### config.mk
export PLATFORM = sky130hd
export DESIGN_NAME = sflash_map_reader
export DESIGN_NICKNAME = d
export VERILOG_FILES = /design/src/rtl/sflash_rd_pkg.sv /design/src/rtl/sflash_cfg.sv /design/src/rtl/sflash_seq.sv /design/src/rtl/sflash_pinmux.sv /design/src/rtl/sflash_map_reader.sv
export SDC_FILE = /design/constraint.sdc
export NUM_CORES = 1
export LEC_CHECK = 0
export ABC_AREA = 1
export BUFFER_PORTS_ARGS = -buffer_cell sky130_fd_sc_hd__buf_2
export CORE_MARGIN = 4
export CORE_UTILIZATION = 40
export CTS_CLUSTER_DIAMETER = 80
export DETAILED_ROUTE_END_ITERATION = 10
export SKIP_CTS_REPAIR_TIMING = 1
export SYNTH_ARGS = -nofsm -noshare
export SYNTH_HDL_FRONTEND = slang
export SYNTH_SLANG_ARGS = --single-unit
### constraint.sdc
create_clock -name clk -period 3.5 [get_ports clk]
set_clock_uncertainty 0.05 [all_clocks]
set_input_delay 0.7 -clock clk [delete_from_list [all_inputs] [get_ports clk]]
set_output_delay 0.7 -clock clk [all_outputs]
set_load 0.005 [all_outputs]
### src/rtl/sflash_rd_pkg.sv
package sflash_rd_pkg;

    typedef enum logic [2:0] {
        PH_IDLE,
        PH_CMD,
        PH_ADDR,
        PH_PAD,
        PH_DATA,
        PH_DONE
    } phase_e;

    // Field positions match the format word layout.
    typedef struct packed {
        logic [7:0] pad_code;
        logic [7:0] cmd_code;
        logic [1:0] rsvd;
        logic [1:0] data_lanes;
        logic [1:0] addr_lanes;
        logic [1:0] cmd_lanes;
        logic [3:0] pad_cnt;
        logic [2:0] addr_bytes;
        logic       cmd_en;
    } fmt_t;

    localparam logic [31:0] FMT_RESET_WORD = 32'h0003_0007;

    // log2 of the number of lines per beat; code 3 falls back to single.
    function automatic logic [1:0] lane_shift(input logic [1:0] code);
        case (code)
            2'd1:    return 2'd1;
            2'd2:    return 2'd2;
            default: return 2'd0;
        endcase
    endfunction

endpackage

### src/rtl/sflash_cfg.sv
module sflash_cfg
    import sflash_rd_pkg::*;
#(
    parameter logic [31:0] FMT_INIT = FMT_RESET_WORD,
    parameter bit          EN_INIT  = 1'b1
) (
    input  logic        clk,
    input  logic        rst_n,
    input  logic        ctrl_we,
    input  logic        ctrl_en,
    input  logic        fmt_we,
    input  logic [31:0] fmt_wdata,
    output logic        flash_en,
    output fmt_t        fmt
);

    typedef struct packed {
        logic en;
        fmt_t fmt;
    } cfg_state_t;

    cfg_state_t s_d, s_q;
    logic       unused_rsvd_bits;

    assign unused_rsvd_bits = ^fmt_wdata[15:14];

    always_comb begin
        s_d = s_q;
        if (ctrl_we) begin
            s_d.en = ctrl_en;
        end
        if (fmt_we) begin
            s_d.fmt = fmt_t'({fmt_wdata[31:16], 2'b00, fmt_wdata[13:0]});
        end
    end

    always_ff @(posedge clk or negedge rst_n) begin
        if (!rst_n) begin
            s_q.en  <= EN_INIT;
            s_q.fmt <= fmt_t'(FMT_INIT);
        end else begin
            s_q <= s_d;
        end
    end

    assign flash_en = s_q.en;
    assign fmt      = s_q.fmt;

endmodule

### src/rtl/sflash_seq.sv
module sflash_seq
    import sflash_rd_pkg::*;
#(
    parameter int ADDR_W = 32
) (
    input  logic              clk,
    input  logic              rst_n,
    input  logic              start,
    input  logic [ADDR_W-1:0] addr,
    input  fmt_t              fmt_i,
    input  logic [3:0]        dq_i,
    output logic              busy,
    output logic              cs_n,
    output logic              sck,
    output logic [3:0]        dq_o,
    output logic [3:0]        dq_oe,
    output logic              rsp_valid,
    output logic [31:0]       rsp_data
);

    localparam int SH_W   = 64;
    localparam int BEAT_W = 6;
    localparam int WORD_W = 32;

    typedef struct packed {
        phase_e              phase;
        logic                half;
        logic [BEAT_W-1:0]   beats;
        logic [SH_W-1:0]     sh;
        logic [SH_W-1:0]     addr_al;
        logic [WORD_W-1:0]   rx;
        fmt_t                fmt;
    } seq_t;

    seq_t s_d, s_q;

    // Phase that follows p, skipping phases the format leaves empty.
    function automatic phase_e follow(input phase_e p, input fmt_t f);
        if (p == PH_IDLE && f.cmd_en)                               return PH_CMD;
        if ((p == PH_IDLE || p == PH_CMD) && f.addr_bytes != 3'd0)  return PH_ADDR;
        if ((p == PH_IDLE || p == PH_CMD || p == PH_ADDR) && f.pad_cnt != 4'd0)
                                                                    return PH_PAD;
        if (p != PH_DATA)                                           return PH_DATA;
        return PH_DONE;
    endfunction

    function automatic logic [1:0] phase_lanes(input phase_e p, input fmt_t f);
        case (p)
            PH_CMD:         return f.cmd_lanes;
            PH_ADDR, PH_PAD: return f.addr_lanes;
            PH_DATA:        return f.data_lanes;
            default:        return 2'd0;
        endcase
    endfunction

    function automatic logic [BEAT_W-1:0] phase_beats(input phase_e p, input fmt_t f);
        case (p)
            PH_CMD:  return BEAT_W'(8) >> lane_shift(f.cmd_lanes);
            PH_ADDR: return {f.addr_bytes, 3'b000} >> lane_shift(f.addr_lanes);
            PH_PAD:  return BEAT_W'(f.pad_cnt);
            PH_DATA: return BEAT_W'(WORD_W) >> lane_shift(f.data_lanes);
            default: return '0;
        endcase
    endfunction

    function automatic logic [SH_W-1:0] phase_load(input phase_e p, input fmt_t f,
                                                   input logic [SH_W-1:0] al);
        case (p)
            PH_CMD:  return {f.cmd_code, {(SH_W-8){1'b0}}};
            PH_ADDR: return al;
            PH_PAD:  return {f.pad_code, {(SH_W-8){1'b0}}};
            default: return '0;
        endcase
    endfunction

    always_comb begin
        logic [SH_W-1:0] addr_w;
        logic [6:0]      amt;
        logic [SH_W-1:0] al_new;
        logic [1:0]      w;
        phase_e          first;
        phase_e          nxt;

        s_d    = s_q;
        addr_w = SH_W'(addr);
        amt    = 7'd64 - {1'b0, fmt_i.addr_bytes, 3'b000};
        al_new = addr_w << amt;
        w      = lane_shift(phase_lanes(s_q.phase, s_q.fmt));
        first  = follow(PH_IDLE, fmt_i);
        nxt    = follow(s_q.phase, s_q.fmt);

        case (s_q.phase)
            PH_IDLE: begin
                if (start) begin
                    s_d.fmt     = fmt_i;
                    s_d.addr_al = al_new;
                    s_d.rx      = '0;
                    s_d.half    = 1'b0;
                    s_d.phase   = first;
                    s_d.beats   = phase_beats(first, fmt_i);
                    s_d.sh      = phase_load(first, fmt_i, al_new);
                end
            end
            PH_DONE: begin
                s_d.phase = PH_IDLE;
            end
            default: begin
                if (!s_q.half) begin
                    s_d.half = 1'b1;
                end else begin
                    s_d.half = 1'b0;
                    case (w)
                        2'd1:    s_d.sh = s_q.sh << 2;
                        2'd2:    s_d.sh = s_q.sh << 4;
                        default: s_d.sh = s_q.sh << 1;
                    endcase
                    if (s_q.phase == PH_DATA) begin
                        case (w)
                            2'd1:    s_d.rx = {s_q.rx[WORD_W-3:0], dq_i[1:0]};
                            2'd2:    s_d.rx = {s_q.rx[WORD_W-5:0], dq_i};
                            default: s_d.rx = {s_q.rx[WORD_W-2:0], dq_i[1]};
                        endcase
                    end
                    if (s_q.beats == BEAT_W'(1)) begin
                        s_d.phase = nxt;
                        s_d.beats = phase_beats(nxt, s_q.fmt);
                        s_d.sh    = phase_load(nxt, s_q.fmt, s_q.addr_al);
                    end else begin
                        s_d.beats = s_q.beats - BEAT_W'(1);
                    end
                end
            end
        endcase
    end

    always_ff @(posedge clk or negedge rst_n) begin
        if (!rst_n) begin
            s_q <= '{phase: PH_IDLE, half: 1'b0, beats: '0, sh: '0,
                     addr_al: '0, rx: '0, fmt: fmt_t'(FMT_RESET_WORD)};
        end else begin
            s_q <= s_d;
        end
    end

    always_comb begin
        logic [1:0] lw;
        lw    = lane_shift(phase_lanes(s_q.phase, s_q.fmt));
        dq_o  = 4'b0000;
        dq_oe = 4'b0000;
        if (s_q.phase == PH_CMD || s_q.phase == PH_ADDR || s_q.phase == PH_PAD) begin
            case (lw)
                2'd1: begin
                    dq_o  = {2'b00, s_q.sh[SH_W-1 -: 2]};
                    dq_oe = 4'b0011;
                end
                2'd2: begin
                    dq_o  = s_q.sh[SH_W-1 -: 4];
                    dq_oe = 4'b1111;
                end
                default: begin
                    dq_o  = {3'b000, s_q.sh[SH_W-1]};
                    dq_oe = 4'b0001;
                end
            endcase
        end
    end

    assign busy      = (s_q.phase != PH_IDLE);
    assign cs_n      = (s_q.phase == PH_IDLE) || (s_q.phase == PH_DONE);
    assign sck       = s_q.half;
    assign rsp_valid = (s_q.phase == PH_DONE);
    assign rsp_data  = {s_q.rx[7:0], s_q.rx[15:8], s_q.rx[23:16], s_q.rx[31:24]};

endmodule

### src/rtl/sflash_pinmux.sv
module sflash_pinmux (
    input  logic       eng_own,
    input  logic       eng_cs_n,
    input  logic       eng_sck,
    input  logic [3:0] eng_dq_o,
    input  logic [3:0] eng_dq_oe,
    input  logic       sw_cs_n,
    input  logic       sw_sck,
    input  logic [3:0] sw_dq_o,
    input  logic [3:0] sw_dq_oe,
    output logic       pin_cs_n,
    output logic       pin_sck,
    output logic [3:0] pin_dq_o,
    output logic [3:0] pin_dq_oe
);

    always_comb begin
        if (eng_own) begin
            pin_cs_n  = eng_cs_n;
            pin_sck   = eng_sck;
            pin_dq_o  = eng_dq_o;
            pin_dq_oe = eng_dq_oe;
        end else begin
            pin_cs_n  = sw_cs_n;
            pin_sck   = sw_sck;
            pin_dq_o  = sw_dq_o;
            pin_dq_oe = sw_dq_oe;
        end
    end

endmodule

### src/rtl/sflash_map_reader.sv
module sflash_map_reader
    import sflash_rd_pkg::*;
#(
    parameter int ADDR_W = 32
) (
    input  logic              clk,
    input  logic              rst_n,
    input  logic              cfg_ctrl_we,
    input  logic              cfg_ctrl_en,
    input  logic              cfg_fmt_we,
    input  logic [31:0]       cfg_fmt_wdata,
    input  logic              req_valid,
    input  logic [ADDR_W-1:0] req_addr,
    output logic              req_ready,
    output logic              rsp_valid,
    output logic [31:0]       rsp_data,
    input  logic              sw_cs_n,
    input  logic              sw_sck,
    input  logic [3:0]        sw_dq_o,
    input  logic [3:0]        sw_dq_oe,
    output logic              spi_cs_n,
    output logic              spi_sck,
    output logic [3:0]        spi_dq_o,
    output logic [3:0]        spi_dq_oe,
    input  logic [3:0]        spi_dq_i
);

    logic       flash_en;
    fmt_t       fmt;
    logic       seq_busy;
    logic       eng_own;
    logic       eng_cs_n;
    logic       eng_sck;
    logic [3:0] eng_dq_o;
    logic [3:0] eng_dq_oe;
    logic       start;

    sflash_cfg u_cfg (
        .clk       (clk),
        .rst_n     (rst_n),
        .ctrl_we   (cfg_ctrl_we),
        .ctrl_en   (cfg_ctrl_en),
        .fmt_we    (cfg_fmt_we),
        .fmt_wdata (cfg_fmt_wdata),
        .flash_en  (flash_en),
        .fmt       (fmt)
    );

    assign req_ready = flash_en && !seq_busy;
    assign start     = req_valid && req_ready;
    assign eng_own   = flash_en || seq_busy;

    sflash_seq #(.ADDR_W(ADDR_W)) u_seq (
        .clk       (clk),
        .rst_n     (rst_n),
        .start     (start),
        .addr      (req_addr),
        .fmt_i     (fmt),
        .dq_i      (spi_dq_i),
        .busy      (seq_busy),
        .cs_n      (eng_cs_n),
        .sck       (eng_sck),
        .dq_o      (eng_dq_o),
        .dq_oe     (eng_dq_oe),
        .rsp_valid (rsp_valid),
        .rsp_data  (rsp_data)
    );

    sflash_pinmux u_mux (
        .eng_own   (eng_own),
        .eng_cs_n  (eng_cs_n),
        .eng_sck   (eng_sck),
        .eng_dq_o  (eng_dq_o),
        .eng_dq_oe (eng_dq_oe),
        .sw_cs_n   (sw_cs_n),
        .sw_sck    (sw_sck),
        .sw_dq_o   (sw_dq_o),
        .sw_dq_oe  (sw_dq_oe),
        .pin_cs_n  (spi_cs_n),
        .pin_sck   (spi_sck),
        .pin_dq_o  (spi_dq_o),
        .pin_dq_oe (spi_dq_oe)
    );

endmodule

==> out/qor.yml <==
async_flop_share_pct: 100.0
numCtsBuffers: 28
crit_top_cell: "inv_1"
grt_max_degree: 88
fillerInstances: 3548
slew_headroom_pct: 35.40
required_ns: 2.75
r2r_cells: 8
antenna_found_initial: 0
power_density_nw_per_um2: 392.3
finalCritPeriodShare_pct: 97.85
ir_drop_mv: 0.4313
grt.total_usage_pct: 22.84
p_leak_nw: 7.549
cts.clk_slew.worst_paths_ns: 0.06
port_buffers: 125
met3_length_mm: 3.791
synth.area.top_cells: "dfrtp_1 39%, nand2_1 12%, o21ai_0 8.7%"
fp.dieW_um: 196.7
synth-warning-count: 0
drtPass1Iterations: 5
grt-ovfl-total: 0
slowest_delay_ns: 0.42
cts.sinks: 231
drv_cap: 0
hpwl_mm: 31.16
syn_area_um2: 14250
initial_core_util_pct: 40.95
avgSynthCellArea_um2: 7.285
wl_met1_mm: 21.61
ys.flop_type: "dfrtp_1"
synth.most_common_cell: "nand2_1"
root_buffer: "clkbuf_16"
synthesis.nets: 2055
ios: 128
regToRegEndpoint: "u_seq.s_q[160]$_DFFE_PN0P_"
synth_top_area_cell: "dfrtp_1"
r2r_setup_slack_ns: 0.53
synth-compound-area-share_pct: 25.96
synthAdderAreaFrac_pct: 1.317
synthMuxAreaShare_pct: 0
start_kind: "flip-flop"
met2WireLength_mm: 19.31
timing.final.crit_period_ns: 3.425
fp.dieH_um: 196.7
reg2reg_from: "u_cfg.fmt[2]$_DFFE_PN1P_"
area_growth_pct: 12.77
wl_per_cell_um: 18.55
path_max_fanout: 6
max_freq_mhz: 292.0
dieArea_um2: 38700
hold_viol: 0
ys_seq_area_share_pct: 40.67
cp.arrival_ns: 2.67
cts.path.max_buffers: 3
cts_tree: "done"
criticalPathCategory: "flip-flop to primary output"
hold_path.class: "primary input to asynchronous set/reset pin"
drive_above_1_share_pct: 13.03
vias_per_cell: 5.648
slowest_stage: "dfrtp_2"
antenna_cells: 0
synth_top_family_by_area: "compound AO/OA/AOI/OAI gates"
synthTopCellsByCount: "447 x nand2_1, 248 x o21ai_0, 230 x inv_1"
synth_edf_count: 0
topRoutingLayerUsed: "met4"
synth_xor_area_share_pct: 0.1229
synth_seq_cells: 231
grt_pass1_wl_mm: 72.44
tightest_slew_ns: 0.9675
htree_num_levels: 1
synth-simple-area-share_pct: 19.65
wirelength_mm: 45.61
whs_ns: 0.09307
antenna_left: 0
vias: 13880
setup_violations: 0
post-route-drc-count: 0
drt_first_iter_violations: 1354
fin_total_pwr_mw: 6.304
tns_ns: 0
cp-end-kind: "primary output"
nets: 2081
cp_cell_sequence: "inv_1, nand2_2, nor2_1, inv_1, nor2_1, nor3_2, inv_1, ha_4, a21oi_1, o21ai_0, o21ai_1, o21ai_0, buf_2"
core_um2: 34800
synthDistinctLibCells: 46
yosysTopAreaCellShare_pct: 38.64
slew_violations: 0
num_rows: 68
clk_latency_ns: 0.57
synthCells: 1956
gp_congestion: 0.8873
status: "finished, final reports clean"
grt_pass1_vias: 12890
[worst max-delay path by stage]
stage | end | start
finish | spi_dq_o[0] | u_seq.s_q[200]$_DFFE_PN0P_
global route | spi_dq_o[0] | u_seq.s_q[200]$_DFFE_PN0P_
CTS | spi_dq_o[0] | u_seq.s_q[201]$_DFFE_PN0P_
floorplan | spi_dq_o[0] | u_seq.s_q[201]$_DFFE_PN0P_
detailed placement | spi_dq_o[0] | u_seq.s_q[201]$_DFFE_PN0P_
global placement | spi_dq_o[0] | u_seq.s_q[201]$_DFFE_PN0P_
[cells by family after synthesis]
kind of cell / after synthesis
flops: 231
buf+inv: 416
xor+xnor: 2
simple gates: 681
compound gates: 611
fa+ha+maj: 15
[critical path: cells and delay by family, from the launching register on]
kind / cells / cell delay, ns
simple gates: 4 / 0.49
buf+inv: 4 / 0.46
flops: 1 / 0.42
compound gates: 4 / 0.41
fa+ha+maj: 1 / 0.33
[area by class of cell]
type,instances,area (um^2),area share (%)
clock inverters,8,92.59,0.5762
well taps,455,569.3,3.543
repair buffers,175,1140,7.094
flip-flops and latches,231,5797,36.08
inverters,237,889.6,5.537
clock buffers,43,817.0,5.085
multi-input cells,1309,6763,42.09
[cell usage in the layout, fill, tap and decap left out, drive strengths merged, types with 2 or more instances in the layout]
cell / Yosys / routed
clkbuf: 96 / 43
o31ai: 17 / 17
inv: 237 / 237
o221ai: 63 / 63
nor3: 5 / 5
o22ai: 34 / 34
clkinv: 0 / 6
a31oi: 33 / 33
a221o: 2 / 2
or2: 2 / 2
o21a: 3 / 3
o2bb2ai: 6 / 6
nor2: 123 / 123
o2111ai: 30 / 30
o21ai: 273 / 273
nand2: 450 / 450
dfstp: 11 / 11
o211ai: 34 / 34
dfrtp: 220 / 220
nand3b: 11 / 11
nand4: 11 / 11
ha: 15 / 15
a22oi: 2 / 2
nand3: 79 / 79
buf: 83 / 175
a21oi: 109 / 109
[report_power, final]
| group | total [mW] | switching, mW | internal (mW) |
|---|---|---|---|
| clock | 2.86 | 1.18 | 1.68 |
| combinational | 0.718 | 0.525 | 0.192 |
| sequential | 2.73 | 0.0191 | 2.71 |
[stage by stage]
step / utilization, % / instance area, um^2 / worst slack [ns] / cells
after CTS: 45.91 / 15980 / -0.2250 / 2450
after global placement: 43.30 / 15070 / 0.4187 / 2399
after floorplan: - / 14250 / 0.4432 / 1956
after detailed placement: 43.30 / 15070 / 0.4125 / 2399
final: 46.17 / 16070 / 0.07532 / 2458
after global routing: 46.17 / 16070 / -0.05232 / 2458
[flip-flops by register name, indices dropped and copies added, names as in the netlist]
name            count
u_cfg.fmt          30
u_seq.s_q         167
u_seq.sck           1
u_seq.rsp_data     32
u_cfg.flash_en      1
[layer usage]
metal  vias up  track usage, %
li1       6646               -
met1      6636           34.94
met2       542           33.77
met3        59           4.342
met4         0           4.828
met5         -               0
No activity file was read; power rests on OpenSTA's default activity.
